## src/rtl/mxd_pkg.sv

```systemverilog
package mxd_pkg;

    localparam int ADDR_W = 10;
    localparam int DATA_W = 32;

    typedef enum logic [3:0] {
        RK_NONE,
        RK_ROUTE,
        RK_CAUSE,
        RK_IPISET,
        RK_ENCLR,
        RK_ENSET,
        RK_ASSERT,
        RK_ASSET,
        RK_PART,
        RK_CFGID,
        RK_STALL,
        RK_COHER
    } reg_kind_e;

endpackage

```

## src/rtl/mxd_decode.sv

```systemverilog
module mxd_decode
    import mxd_pkg::*;
#(
    parameter int NUM_IRQ   = 8,
    parameter int NUM_CORES = 4,
    parameter int NUM_CAUSE = 16
) (
    input  logic [ADDR_W-1:0] addr,
    output reg_kind_e         kind
);

    always_comb begin
        kind = RK_NONE;
        unique case (addr[9:8])
            2'b00: begin
                if (int'(addr[7:0]) < NUM_IRQ) kind = RK_ROUTE;
            end
            2'b01: begin
                if (addr[7:6] == 2'b00) begin
                    if (int'(addr[5:0]) < NUM_CORES) kind = RK_CAUSE;
                end else if (addr[7:6] == 2'b01) begin
                    if (int'(addr[5:0]) < NUM_CAUSE) kind = RK_IPISET;
                end else begin
                    unique case (addr[7:0])
                        8'h80:   kind = RK_ENCLR;
                        8'h84:   kind = RK_ENSET;
                        8'h88:   kind = RK_ASSERT;
                        8'h8C:   kind = RK_ASSET;
                        8'h90:   kind = RK_PART;
                        8'hA0:   kind = RK_CFGID;
                        default: kind = RK_NONE;
                    endcase
                end
            end
            2'b10: begin
                if (addr[7:0] == 8'h00)      kind = RK_STALL;
                else if (addr[7:0] == 8'h20) kind = RK_COHER;
            end
            default: kind = RK_NONE;
        endcase
    end

endmodule

```

## src/rtl/mxd_ipi_bank.sv

```systemverilog
module mxd_ipi_bank #(
    parameter int NUM_CORES = 4,
    parameter int NUM_CAUSE = 16
) (
    input  logic                                clk,
    input  logic                                rst_n,
    input  logic                                set_en,
    input  logic [5:0]                          set_idx,
    input  logic [NUM_CORES-1:0]                set_mask,
    input  logic                                clr_en,
    input  logic [5:0]                          clr_idx,
    output logic [NUM_CORES-1:0][NUM_CAUSE-1:0] cause_q,
    output logic [NUM_CORES-1:0]                pend_o
);

    for (genvar c = 0; c < NUM_CORES; c++) begin : g_core
        logic [NUM_CAUSE-1:0] bits_q;

        always_ff @(posedge clk or negedge rst_n) begin
            if (!rst_n) begin
                bits_q <= '0;
            end else if (clr_en && clr_idx == 6'(c)) begin
                bits_q <= '0;
            end else if (set_en && set_mask[c]) begin
                for (int k = 0; k < NUM_CAUSE; k++) begin
                    if (set_idx == 6'(k)) bits_q[k] <= 1'b1;
                end
            end
        end

        assign cause_q[c] = bits_q;
        assign pend_o[c]  = |bits_q;
    end

endmodule

```

## src/rtl/mxd_route.sv

```systemverilog
module mxd_route #(
    parameter int NUM_IRQ   = 8,
    parameter int NUM_CORES = 4
) (
    input  logic                              clk,
    input  logic                              rst_n,
    input  logic [NUM_IRQ-1:0]                active,
    input  logic [NUM_IRQ-1:0][NUM_CORES-1:0] route,
    output logic [NUM_CORES-1:0]              ext_o
);

    for (genvar c = 0; c < NUM_CORES; c++) begin : g_core
        logic hit;
        logic req_q;

        always_comb begin
            hit = 1'b0;
            for (int n = 0; n < NUM_IRQ; n++) begin
                hit = hit | (active[n] & route[n][c]);
            end
        end

        always_ff @(posedge clk or negedge rst_n) begin
            if (!rst_n) req_q <= 1'b0;
            else        req_q <= hit;
        end

        assign ext_o[c] = req_q;
    end

endmodule

```

## src/rtl/mxd_top.sv

```systemverilog
module mxd_top
    import mxd_pkg::*;
#(
    parameter int          NUM_IRQ     = 8,
    parameter int          NUM_CORES   = 4,
    parameter int          NUM_CAUSE   = 16,
    parameter logic [9:0]  CFG_VERSION = 10'h0A5,
    parameter logic [17:0] CFG_ID      = 18'h12345
) (
    input  logic                 clk,
    input  logic                 rst_n,
    input  logic                 er_wr,
    input  logic                 er_rd,
    input  logic [9:0]           er_addr,
    input  logic [31:0]          er_wdata,
    output logic [31:0]          er_rdata,
    input  logic [NUM_IRQ-1:0]   irq_in,
    output logic [NUM_CORES-1:0] ext_irq_o,
    output logic [NUM_CORES-1:0] ipi_irq_o,
    output logic [NUM_CORES-1:0] stall_o,
    output logic                 coherent_o
);

    localparam logic [31:0] CFG_WORD = {CFG_VERSION, 4'(NUM_CORES - 1), CFG_ID};
    localparam int          PART_W   = 8;

    reg_kind_e                         kind;
    logic                              rd_act;
    logic [NUM_IRQ-1:0]                enable_q;
    logic [NUM_IRQ-1:0]                soft_q;
    logic [NUM_IRQ-1:0][NUM_CORES-1:0] route_q;
    logic [PART_W-1:0]                 part_q;
    logic [NUM_CORES-1:0]              stall_q;
    logic                              coher_q;
    logic [31:0]                       rd_val;
    logic [31:0]                       rdata_q;
    logic [NUM_CORES-1:0][NUM_CAUSE-1:0] cause_q;

    assign rd_act = er_rd & ~er_wr;

    mxd_decode #(
        .NUM_IRQ  (NUM_IRQ),
        .NUM_CORES(NUM_CORES),
        .NUM_CAUSE(NUM_CAUSE)
    ) u_dec (
        .addr(er_addr),
        .kind(kind)
    );

    mxd_ipi_bank #(
        .NUM_CORES(NUM_CORES),
        .NUM_CAUSE(NUM_CAUSE)
    ) u_ipi (
        .clk     (clk),
        .rst_n   (rst_n),
        .set_en  (er_wr && kind == RK_IPISET),
        .set_idx (er_addr[5:0]),
        .set_mask(er_wdata[NUM_CORES-1:0]),
        .clr_en  (rd_act && kind == RK_CAUSE),
        .clr_idx (er_addr[5:0]),
        .cause_q (cause_q),
        .pend_o  (ipi_irq_o)
    );

    mxd_route #(
        .NUM_IRQ  (NUM_IRQ),
        .NUM_CORES(NUM_CORES)
    ) u_route (
        .clk   (clk),
        .rst_n (rst_n),
        .active((irq_in | soft_q) & enable_q),
        .route (route_q),
        .ext_o (ext_irq_o)
    );

    // Register writes, one storage element per region kind
    always_ff @(posedge clk or negedge rst_n) begin
        if (!rst_n) begin
            enable_q <= '0;
            soft_q   <= '0;
            part_q   <= '0;
            stall_q  <= '0;
            coher_q  <= 1'b0;
            for (int n = 0; n < NUM_IRQ; n++) route_q[n] <= NUM_CORES'(1);
        end else if (er_wr) begin
            unique case (kind)
                RK_ENSET:  enable_q <= enable_q | er_wdata[NUM_IRQ-1:0];
                RK_ENCLR:  enable_q <= enable_q & ~er_wdata[NUM_IRQ-1:0];
                RK_ASSET:  soft_q   <= soft_q | er_wdata[NUM_IRQ-1:0];
                RK_ASSERT: soft_q   <= soft_q & ~er_wdata[NUM_IRQ-1:0];
                RK_PART:   part_q   <= er_wdata[PART_W-1:0];
                RK_STALL:  stall_q  <= er_wdata[NUM_CORES-1:0];
                RK_COHER:  coher_q  <= er_wdata[0];
                RK_ROUTE: begin
                    for (int n = 0; n < NUM_IRQ; n++) begin
                        if (er_addr[7:0] == 8'(n)) route_q[n] <= er_wdata[NUM_CORES-1:0];
                    end
                end
                default: ;
            endcase
        end
    end

    // Read value selection
    always_comb begin
        rd_val = '0;
        unique case (kind)
            RK_ROUTE: begin
                for (int n = 0; n < NUM_IRQ; n++) begin
                    if (er_addr[7:0] == 8'(n)) rd_val = 32'(route_q[n]);
                end
            end
            RK_CAUSE: begin
                for (int p = 0; p < NUM_CORES; p++) begin
                    if (er_addr[5:0] == 6'(p)) rd_val = 32'(cause_q[p]);
                end
            end
            RK_ENCLR, RK_ENSET:  rd_val = 32'(enable_q);
            RK_ASSERT, RK_ASSET: rd_val = 32'(soft_q);
            RK_PART:             rd_val = 32'(part_q);
            RK_CFGID:            rd_val = CFG_WORD;
            RK_STALL:            rd_val = 32'(stall_q);
            RK_COHER:            rd_val = 32'(coher_q);
            default:             rd_val = '0;
        endcase
    end

    always_ff @(posedge clk or negedge rst_n) begin
        if (!rst_n)      rdata_q <= '0;
        else if (rd_act) rdata_q <= rd_val;
        else             rdata_q <= '0;
    end

    assign er_rdata   = rdata_q;
    assign stall_o    = stall_q;
    assign coherent_o = coher_q;

endmodule

```

## config.mk

```make
export PLATFORM = sky130hd
export DESIGN_NAME = mxd_top
export DESIGN_NICKNAME = d
export VERILOG_FILES = /design/src/rtl/mxd_pkg.sv /design/src/rtl/mxd_decode.sv /design/src/rtl/mxd_ipi_bank.sv /design/src/rtl/mxd_route.sv /design/src/rtl/mxd_top.sv
export SDC_FILE = /design/constraint.sdc
export NUM_CORES = 1
export LEC_CHECK = 0
export ABC_AREA = 0
export BUFFER_PORTS_ARGS = -buffer_cell sky130_fd_sc_hd__buf_2
export CAP_MARGIN = 15
export CORE_MARGIN = 4
export CORE_UTILIZATION = 55
export DETAILED_ROUTE_END_ITERATION = 6
export GPL_TIMING_DRIVEN = 0
export PLACE_DENSITY = 0.76
export SYNTH_ARGS = -nofsm -noshare
export SYNTH_HDL_FRONTEND = slang
export SYNTH_SLANG_ARGS = --single-unit
```

## constraint.sdc

```tcl
create_clock -name clk -period 3.5 [get_ports clk]
set_input_delay 0.175 -clock clk [delete_from_list [all_inputs] [get_ports clk]]
set_output_delay 0.175 -clock clk [all_outputs]
set_load 0.005 [all_outputs]
```

==> results.py, run 1 <==
metrics = {
    "logic_synthesis": {
        "synth_edf_count": 0,
        "synthFlopType": "dfrtp_1",
        "synth_area_leaders": "dfrtp_1, mux2_2, a31oi_1",
        "ys_seq_area_frac": 0.467,
        "syn_inst": 762,
        "yosys_warnings": 0,
        "yosys-top-cells-count": "dfrtp_1, nor2_1, a31oi_1",
        "yosysMostFrequentCell": "dfrtp_1",
        "synth_top_area_frac": 0.440,
        "async_flop_share": 1.00,
        "syn-cell-area_sq_um": 7850,
        "synth_cell_types": 68,
        "synth_seq_cells": 146,
        "yosysTopAreaCell": "dfrtp_1",
        "avgSynthCellArea_sq_um": 10.3,
    },
    "final_layout": {
        "design_area_sq_um": 9090,
        "fin_nets": 909,
        "area_delta_synth_final_pct": 15.8,
        "diodes": 0,
        "finalCoreUtilization": 0.653,
        "drive_above_1_share": 0.270,
    },
    "detailed_routing": {
        "wl_met1_um": 10600,
        "wl_met3_um": 2970,
        "drtIter0Drc": 1162,
        "wirelength_um": 26300,
        "drc": 0,
        "vias_per_cell": 7.01,
        "vias": 7335,
        "wl_per_cell_um": 25.1,
        "highest_layer": "met4",
        "first_pass_iters": 6,
        "antenna_left": 0,
        "met2_length_um": 11800,
    },
    "power_and_ir_drop": {
        "pwr_density_cell_nw_per_um2": 428,
        "p_leak_uw": 0.00404,
        "vdd.ir_drop.worst_uv": 384,
    },
    "critical_path": {
        "crit_start": "er_addr[0]",
        "cp_slowest_cell": "a221oi_1",
        "crit_path_cell_trace": "buf_2 -> clkbuf_1 -> nand2_1 -> clkbuf_1 -> nor3_1 -> a211oi_1 -> a221oi_1 -> a31oi_1",
        "crit_path_start_kind": "primary input",
        "cpLargestDelayFamily": "buffers and inverters",
        "cpPeakStageDelay_ps": 630,
        "regToRegSetupSlack_ps": 1620,
        "path_buf_inv": 3,
        "crit_top_cell": "clkbuf_1",
        "worstReg2RegStart": "route_q[3]$_DFFE_PN0P_",
        "critPathKind": "in -> reg",
        "end_kind": "flip-flop",
        "critical_path_required_ps": 3770,
        "cp_max_fo": 10,
        "crit_arrival_ps": 2940,
    },
    "clocking": {
        "clkSinkCount": 146,
        "cts_tree": "yes",
        "post-cts-setup-buffers": 0,
        "cts_buffers": 17,
        "cts_buffer_depth": 2,
        "cts_htree_levels": 4,
        "clkTransAtPathRegs_ps": 60,
        "insertion_delay_ps": 420,
        "clockRootBuffer": "clkbuf_16",
    },
    "run_status": {
        "status": "finished, final reports clean",
    },
    "floorplanning": {
        "io_pins": 99,
        "die_w_um": 127,
        "dieArea_sq_um": 16200,
        "start_util": 0.563,
        "fp.coreArea_sq_um": 13900,
        "rows": 43,
        "die_y_um": 127,
    },
    "timing": {
        "slew_violations": 0,
        "rsz0062_at_grt": "false",
        "fin_crit_sh": 0.765,
        "hold_viol_final": 0,
        "setup_tns_ps": 0,
        "fin_crit_ps": 2680,
        "worst_slew_pin_slew_ps": 908,
        "setup_viol": 0,
        "fmax_mhz": 374,
        "relSlewSlack": 0.386,
        "finalClockSkew_ps": 6.28,
    },
    "run": {
        "drv_cap": 0,
    },
    "global_route": {
        "overflow": 0,
        "grt_pass1_wl_um": 40700,
        "grt_max_degree": 76,
        "globalRouteTotalUtil": 0.328,
        "antenna_found_initial": 0,
        "grt_pass1_vias": 6987,
    },
    "place": {
        "hpwl_um": 18900,
        "placed_cell_area_sq_um": 8440,
        "io_buffers": 61,
        "place_congestion": 0.990,
    },
    "worst_hold_path": {
        "worstHoldStart": "er_wdata[6]",
        "min_path_type": "in -> reg",
    },
}
[worst paths after layout]
path	endpoint	depth (start not counted)
min in group asynchronous	u_ipi.g_core[0].bits_q[2]$_DFFE_PN0P_	2
worst min-delay path	flip-flop	2
worst max-delay path	er_rdata[3]$_DFF_PN0_	8
max in group asynchronous	route_q[4]$_DFFE_PN1P_	3
worst max register to register	er_rdata[3]$_DFF_PN0_	5
worst min register to register	part_q[6]$_DFFE_PN0P_	1
[power by group]
group	switching, uW	total (uW)	internal (uW)
clock network	737	1930	1190
logic	191	264	73.0
registers	6.77	1700	1700
[cells in the final DEF, fill, tap and decap left out, types with 6 or more instances in the layout]
cell type / n
a211o_1: 13
a21oi_1: 28
a22oi_1: 42
a31oi_1: 54
a41oi_1: 34
buf_2: 77
buf_4: 27
buf_6: 9
clkbuf_1: 35
clkbuf_16: 17
conb_1: 9
dfrtp_1: 138
dfstp_2: 8
mux2_2: 51
nand2_1: 20
nand2b_1: 9
nand3_1: 15
nand4_1: 10
nor2_1: 78
nor2b_1: 8
nor3_1: 45
nor3_2: 6
nor4_1: 23
o21a_1: 8
o21ai_0: 9
[cell type report]
type / instances / area (sq um)
inverters: 2 / 7.51
multi-input cells: 531 / 3680
flip-flops and latches: 146 / 3660
plain buffers: 91 / 527
fillers: 1141 / 4840
clock buffers: 18 / 429
clock inverters: 13 / 185
well taps: 180 / 225
repair buffers: 66 / 374
[per-layer routing]
metal  track usage  up-vias
met5             0        -
met4         0.115        0
met3        0.0890      110
met2         0.491      536
met1         0.462     3599
li1              -     3090
[through the flow]
| step | cells | total power (uW) | hold slack [ps] | setup slack [ps] |
|---|---|---|---|---|
| global route | 1047 | 3990 | 13.0 | 812 |
| global placement | 1011 | 1980 | 417 | 340 |
| CTS | 1046 | 3890 | 3.55 | 838 |
| floorplan | 770 | 1870 | -121 | 1420 |
| finish | 1047 | 3900 | 17.4 | 823 |
| detailed placement | 1012 | 1990 | 235 | 375 |
[cells by family after synthesis]
family	count (synthesis)	share of synthesized area
AO/OA/AOI/OAI	218	0.204
XOR/XNOR	1	0.00112
adder cells (fa/ha/maj)	1	0.00143
buffers and inverters	93	0.0681
flip-flops	146	0.467
multiplexers	57	0.0872
other	1	0.000478
AND/OR/NAND/NOR	245	0.172
[timing repair]
action,CTS,global route
hold buffers,3,0
resized for setup,0,0
endpoints found under the setup margin,0,0
hold endpoints to repair,72,0
Power figures use the tool's default switching activity.
==> run 2: changes to the inputs <==
==> constraint.sdc (replaced) <==
create_clock -name clk -period 2.5 [get_ports clk]
set_input_delay 0.125 -clock clk [delete_from_list [all_inputs] [get_ports clk]]
set_output_delay 0.125 -clock clk [all_outputs]
set_load 0.005 [all_outputs]
==> results.py, run 2 (synthesized netlist as in run 1, its figures left out) <==
metrics = {
    "run_status": {
        "status": "finished, final reports clean",
    },
    "place": {
        "placed_cell_area_sq_um": 8440,
        "place_ws_ps": -575,
        "hpwl_um": 18900,
        "place_congestion": 0.990,
        "io_buffers": 61,
    },
    "critical_path": {
        "rr_worst_depth": 5,
        "critPathKind": "in -> reg",
        "crit_arrival_ps": 2640,
        "cp_max_fo": 10,
        "crit_path_start_kind": "primary input",
        "end_kind": "flip-flop",
        "regToRegSetupSlack_ps": 690,
        "worstReg2RegStart": "route_q[3]$_DFFE_PN0P_",
        "critical_path_required_ps": 2810,
        "worstReg2RegEnd": "er_rdata[3]$_DFF_PN0_",
    },
    "floorplanning": {
        "io_pins": 99,
        "rows": 43,
        "die_y_um": 127,
        "fp.coreArea_sq_um": 13900,
        "start_util": 0.563,
        "dieArea_sq_um": 16200,
        "die_w_um": 127,
    },
    "clocking": {
        "cts_buffers": 17,
        "clockRootBuffer": "clkbuf_16",
        "insertion_delay_ps": 430,
        "cts_htree_levels": 4,
        "clkSinkCount": 146,
        "clkTransAtPathRegs_ps": 60,
        "cts_tree": "yes",
        "cts_buffer_depth": 2,
    },
    "final_layout": {
        "fin_nets": 909,
        "layout_commonest_cell": "dfrtp_1",
        "drive_above_1_share": 0.271,
        "area_delta_synth_final_pct": 16.1,
        "design_area_sq_um": 9120,
        "diodes": 0,
        "mostFrequentLayoutCells": "dfrtp_1, nor2_1, buf_2",
    },
    "detailed_routing": {
        "vias_per_cell": 6.95,
        "antenna_left": 0,
        "vias": 7278,
        "drtIter0Drc": 1203,
        "drc": 0,
        "wl_per_cell_um": 25.2,
        "first_pass_iters": 6,
        "wirelength_um": 26400,
    },
    "power_and_ir_drop": {
        "vdd.ir_drop.worst_uv": 543,
        "pwr_density_cell_nw_per_um2": 599,
        "p_leak_uw": 0.00405,
    },
    "run": {
        "drv_cap": 0,
    },
    "global_route": {
        "grt_pass1_wl_um": 40700,
        "globalRouteTotalUtil": 0.328,
        "grt_pass1_vias": 7011,
        "grt_max_degree": 76,
        "overflow": 0,
        "antenna_found_initial": 0,
    },
    "timing": {
        "worst_slew_pin_slew_ps": 943,
        "worst_slack_ps": 171,
        "finalClockSkew_ps": 5.73,
        "fin_crit_ps": 2330,
        "fin_crit_sh": 0.932,
        "fmax_mhz": 429,
        "hold_viol_final": 0,
        "rsz0062_at_grt": "false",
        "relSlewSlack": 0.362,
        "setup_viol": 0,
        "slew_violations": 0,
    },
    "worst_hold_path": {
        "min_path_type": "in -> reg",
        "worstHoldStart": "er_wdata[2]",
        "min_to": "route_q[2]$_DFFE_PN0P_",
        "whs_path_depth": 2,
    },
}
## run 2: cell count changes in the layout (fill, tap and decap cells not counted)
cell / previous run / this run
a2bb2oi_2: 0 / 1
dlygate4sd3_1: 3 / 5
clkbuf_1: 35 / 34
clkbuf_2: 3 / 2
nor4_2: 3 / 4
nor4_1: 23 / 22
a2bb2oi_1: 1 / 0
## run 2: final cells by class
cell class	count	area, sq um
Buffer	90	523
Clock buffer	18	429
Clock inverter	13	185
Fill cell	1140	4820
Inverter	2	7.51
Multi-Input combinational cell	531	3690
Sequential cell	146	3660
Tap cell	180	225
Timing Repair Buffer	67	389
## run 2: routing by layer
metal | wire, um | part of all wire | vias to the layer above | GRT usage
met5 | 0 | 0 | - | 0
met3 | 3150 | 0.12 | 90 | 0.0844
met1 | 10500 | 0.40 | 3556 | 0.464
met4 | 877 | 0.033 | 0 | 0.119
li1 | - | - | 3078 | -
met2 | 11800 | 0.45 | 554 | 0.492
## run 2: worst max path at each step
stage	startpoint	endpoint	cells past startpoint
floorplan	er_addr[2]	route_q[17]$_DFFE_PN0P_	6
global placement	rst_n	route_q[19]$_DFFE_PN0P_	1
detailed placement	er_addr[5]	route_q[10]$_DFFE_PN0P_	7
CTS	er_addr[5]	er_rdata[2]$_DFF_PN0_	9
global route	er_addr[5]	er_rdata[1]$_DFF_PN0_	9
finish	er_addr[5]	route_q[19]$_DFFE_PN0P_	8
## run 2: critical path, stage by stage
cell and delay [ps]:
buf_2 100, clkbuf_1 220, or2_2 340, buf_6 140
nor4_2 380, nand2_1 390, nor3_2 540, mux2_2 400
## run 2: per-stage QoR
stage	power, uW	TNS, ps	instances	utilization	hold slack (ps)
after floorplan	2610	0	770	-	-171
after global placement	2770	-100100	1011	0.604	367
after detailed placement	2780	-22430	1012	0.606	185
after CTS	5440	0	1047	0.654	79.3
after global routing	5590	0	1047	0.654	101
final	5460	0	1047	0.654	79.4
## run 2: repair_timing
item / in CTS / in global routing
gates cloned: 0 / 0
hold endpoints to repair: 77 / 0
buffers inserted: 0 / 0
gates resized for setup: 1 / 1
endpoints found under the setup margin: 29 / 7
hold buffers: 5 / 0
## run 2: report_power, final
group / internal, uW / total [uW] / switching (uW)
Clock: 1670 / 2700 / 1040
Sequential: 2380 / 2380 / 9.50
Combinational: 104 / 372 / 268
Total: 4150 / 5460 / 1310
==> run 3: changes to the inputs <==
--- a/config.mk
+++ b/config.mk
@@ -13,6 +13,7 @@
 export DETAILED_ROUTE_END_ITERATION = 6
 export GPL_TIMING_DRIVEN = 0
 export PLACE_DENSITY = 0.76
+export REMOVE_ABC_BUFFERS = 1
 export SYNTH_ARGS = -nofsm -noshare
 export SYNTH_HDL_FRONTEND = slang
 export SYNTH_SLANG_ARGS = --single-unit
==> results.py, run 3 (synthesized netlist as in run 1, its figures left out) <==
metrics = {
    "global_route": {
        "antenna_found_initial": 0,
        "grt_pass1_wl_um": 37900,
        "grt_pass1_vias": 6715,
        "overflow": 0,
        "globalRouteTotalUtil": 0.299,
        "grt_max_degree": 78,
    },
    "final_layout": {
        "drive_above_1_share": 0.250,
        "layout_commonest_cell": "dfrtp_1",
        "design_area_sq_um": 8680,
        "area_delta_synth_final_pct": 10.6,
        "regArea_sq_um": 3660,
        "multi_input_area_sq_um": 3730,
        "mostFrequentLayoutCells": "dfrtp_1, nor2_1, buf_2",
        "nFillCells": 1084,
        "diodes": 0,
        "fin_nets": 828,
    },
    "critical_path": {
        "crit_arrival_ps": 2780,
        "worstReg2RegEnd": "er_rdata[1]$_DFF_PN0_",
        "regToRegSetupSlack_ps": 680,
        "critPathKind": "in -> reg",
        "crit_path_start_kind": "primary input",
        "worstReg2RegStart": "route_q[1]$_DFFE_PN0P_",
        "rr_worst_depth": 5,
        "end_kind": "flip-flop",
        "critical_path_required_ps": 2850,
        "cp_max_fo": 20,
        "cp_slowest_cell": "or4_1",
        "cpLargestDelayFamily": "simple AND/OR/NAND/NOR gates",
        "crit_path_cell_trace": "buf_2 -> or4_1 -> nor2_2 -> a22oi_1 -> a211o_1 -> a31oi_1",
        "path_buf_inv": 1,
        "cpPeakStageDelay_ps": 900,
    },
    "worst_hold_path": {
        "worstHoldStart": "er_wr",
        "min_path_type": "in -> reg",
        "whs_path_depth": 3,
        "min_to": "coherent_o$_DFFE_PN0P_",
    },
    "clocking": {
        "clkSinkCount": 146,
        "cts_tree": "yes",
        "cts_buffer_depth": 2,
        "clkTransAtPathRegs_ps": 60,
        "clockRootBuffer": "clkbuf_16",
        "cts_htree_levels": 4,
        "cts_buffers": 17,
        "insertion_delay_ps": 430,
    },
    "timing": {
        "rsz0062_at_grt": "false",
        "setup_viol": 0,
        "hold_viol_final": 0,
        "finalClockSkew_ps": 6.83,
        "worst_slew_pin_slew_ps": 1090,
        "fin_crit_ps": 2430,
        "relSlewSlack": 0.267,
        "fin_crit_sh": 0.972,
        "fmax_mhz": 411,
        "slew_violations": 0,
    },
    "power_and_ir_drop": {
        "vdd.ir_drop.worst_uv": 485,
        "pwr_density_cell_nw_per_um2": 597,
        "power.total_uw": 5180,
        "p_leak_uw": 0.00377,
    },
    "detailed_routing": {
        "vias_per_cell": 7.27,
        "drtIter0Drc": 1192,
        "antenna_left": 0,
        "drc": 0,
        "first_pass_iters": 6,
        "vias": 7032,
        "wl_per_cell_um": 24.9,
        "wirelength_um": 24100,
    },
    "floorplanning": {
        "die_y_um": 127,
        "rows": 43,
        "fp.coreArea_sq_um": 13900,
        "die_w_um": 127,
        "io_pins": 99,
        "start_util": 0.563,
        "dieArea_sq_um": 16200,
    },
    "place": {
        "placed_cell_area_sq_um": 8010,
        "place_congestion": 0.946,
        "io_buffers": 65,
        "hpwl_um": 15600,
    },
    "run_status": {
        "status": "finished, final reports clean",
    },
    "run": {
        "drv_cap": 0,
    },
}
[run 3: cell types whose count changed in the layout (fill, tap and decap cells not counted), moves of 3 or more]
cell / previous run / this run
clkbuf_1: 34 / 2
buf_4: 27 / 2
buf_2: 77 / 64
buf_6: 9 / 1
clkbuf_8: 0 / 4
buf_1: 3 / 0
bufinv_16: 4 / 1
[run 3: per-layer routing]
metal | wire length (um) | track usage
met4 | 1060 | 0.137
met1 | 9390 | 0.418
met2 | 10800 | 0.441
met5 | 0 | 0
met3 | 2810 | 0.0757
[run 3: worst register-to-register path, cell delays in order (launching register included)]
cell and delay, ps:
dfrtp_1 390, nor2b_1 130, a211oi_1 310, o32ai_1 170, a221oi_1 420, a31oi_1 230
[run 3: power by group]
part | total, uW | leakage (uW) | switching (uW) | internal (uW)
combinational | 335 | 0.00148 | 253 | 81.5
clock | 2460 | 0.000283 | 997 | 1470
sequential | 2390 | 0.00201 | 9.34 | 2380
[run 3: timing repair]
action | 4_1_cts | 5_1_grt
buffers inserted | 0 | 2
endpoints found under the hold margin | 75 | 0
hold buffers | 5 | 0
gates resized for setup | 6 | 3
pin swaps | 0 | 2
endpoints found under the setup margin | 80 | 73
[run 3: worst max path at each step]
| stage | from | endpoint | slack, ps | cells after the start |
|---|---|---|---|---|
| finish | er_addr[5] | er_rdata[4]$_DFF_PN0_ | 70 | 6 |
| global route | er_addr[5] | er_rdata[8]$_DFF_PN0_ | 6 | 6 |
| CTS | er_addr[2] | u_ipi.g_core[2].bits_q[7]$_DFFE_PN0P_ | 60 | 6 |
| detailed placement | er_addr[3] | u_ipi.g_core[1].bits_q[11]$_DFFE_PN0P_ | -1000 | 6 |
| global placement | er_addr[8] | u_ipi.g_core[2].bits_q[3]$_DFFE_PN0P_ | -4450 | 6 |
| floorplan | er_addr[8] | u_ipi.g_core[0].bits_q[0]$_DFFE_PN0P_ | -2470 | 5 |
[run 3: layout make-up]
type / count / area share
sequential: 146 / 0.422
clock buffer: 23 / 0.0562
multi-input combinational: 531 / 0.429
tap: 180 / 0.0259
inverter: 2 / 0.000864
timing repair buffer: 76 / 0.0566
clock inverter: 9 / 0.00922
[run 3: per-stage QoR]
stage / TNS (ps) / instances / setup WS [ps] / utilization / hold slack, ps
floorplan: -159740 / 679 / -2470 / - / -171
global placement: -378450 / 924 / -4450 / 0.567 / 359
detailed placement: -62000 / 928 / -1000 / 0.575 / 184
CTS: 0 / 965 / 62.8 / 0.621 / 142
global route: 0 / 967 / 6.18 / 0.623 / 186
finish: 0 / 967 / 68.9 / 0.623 / 160
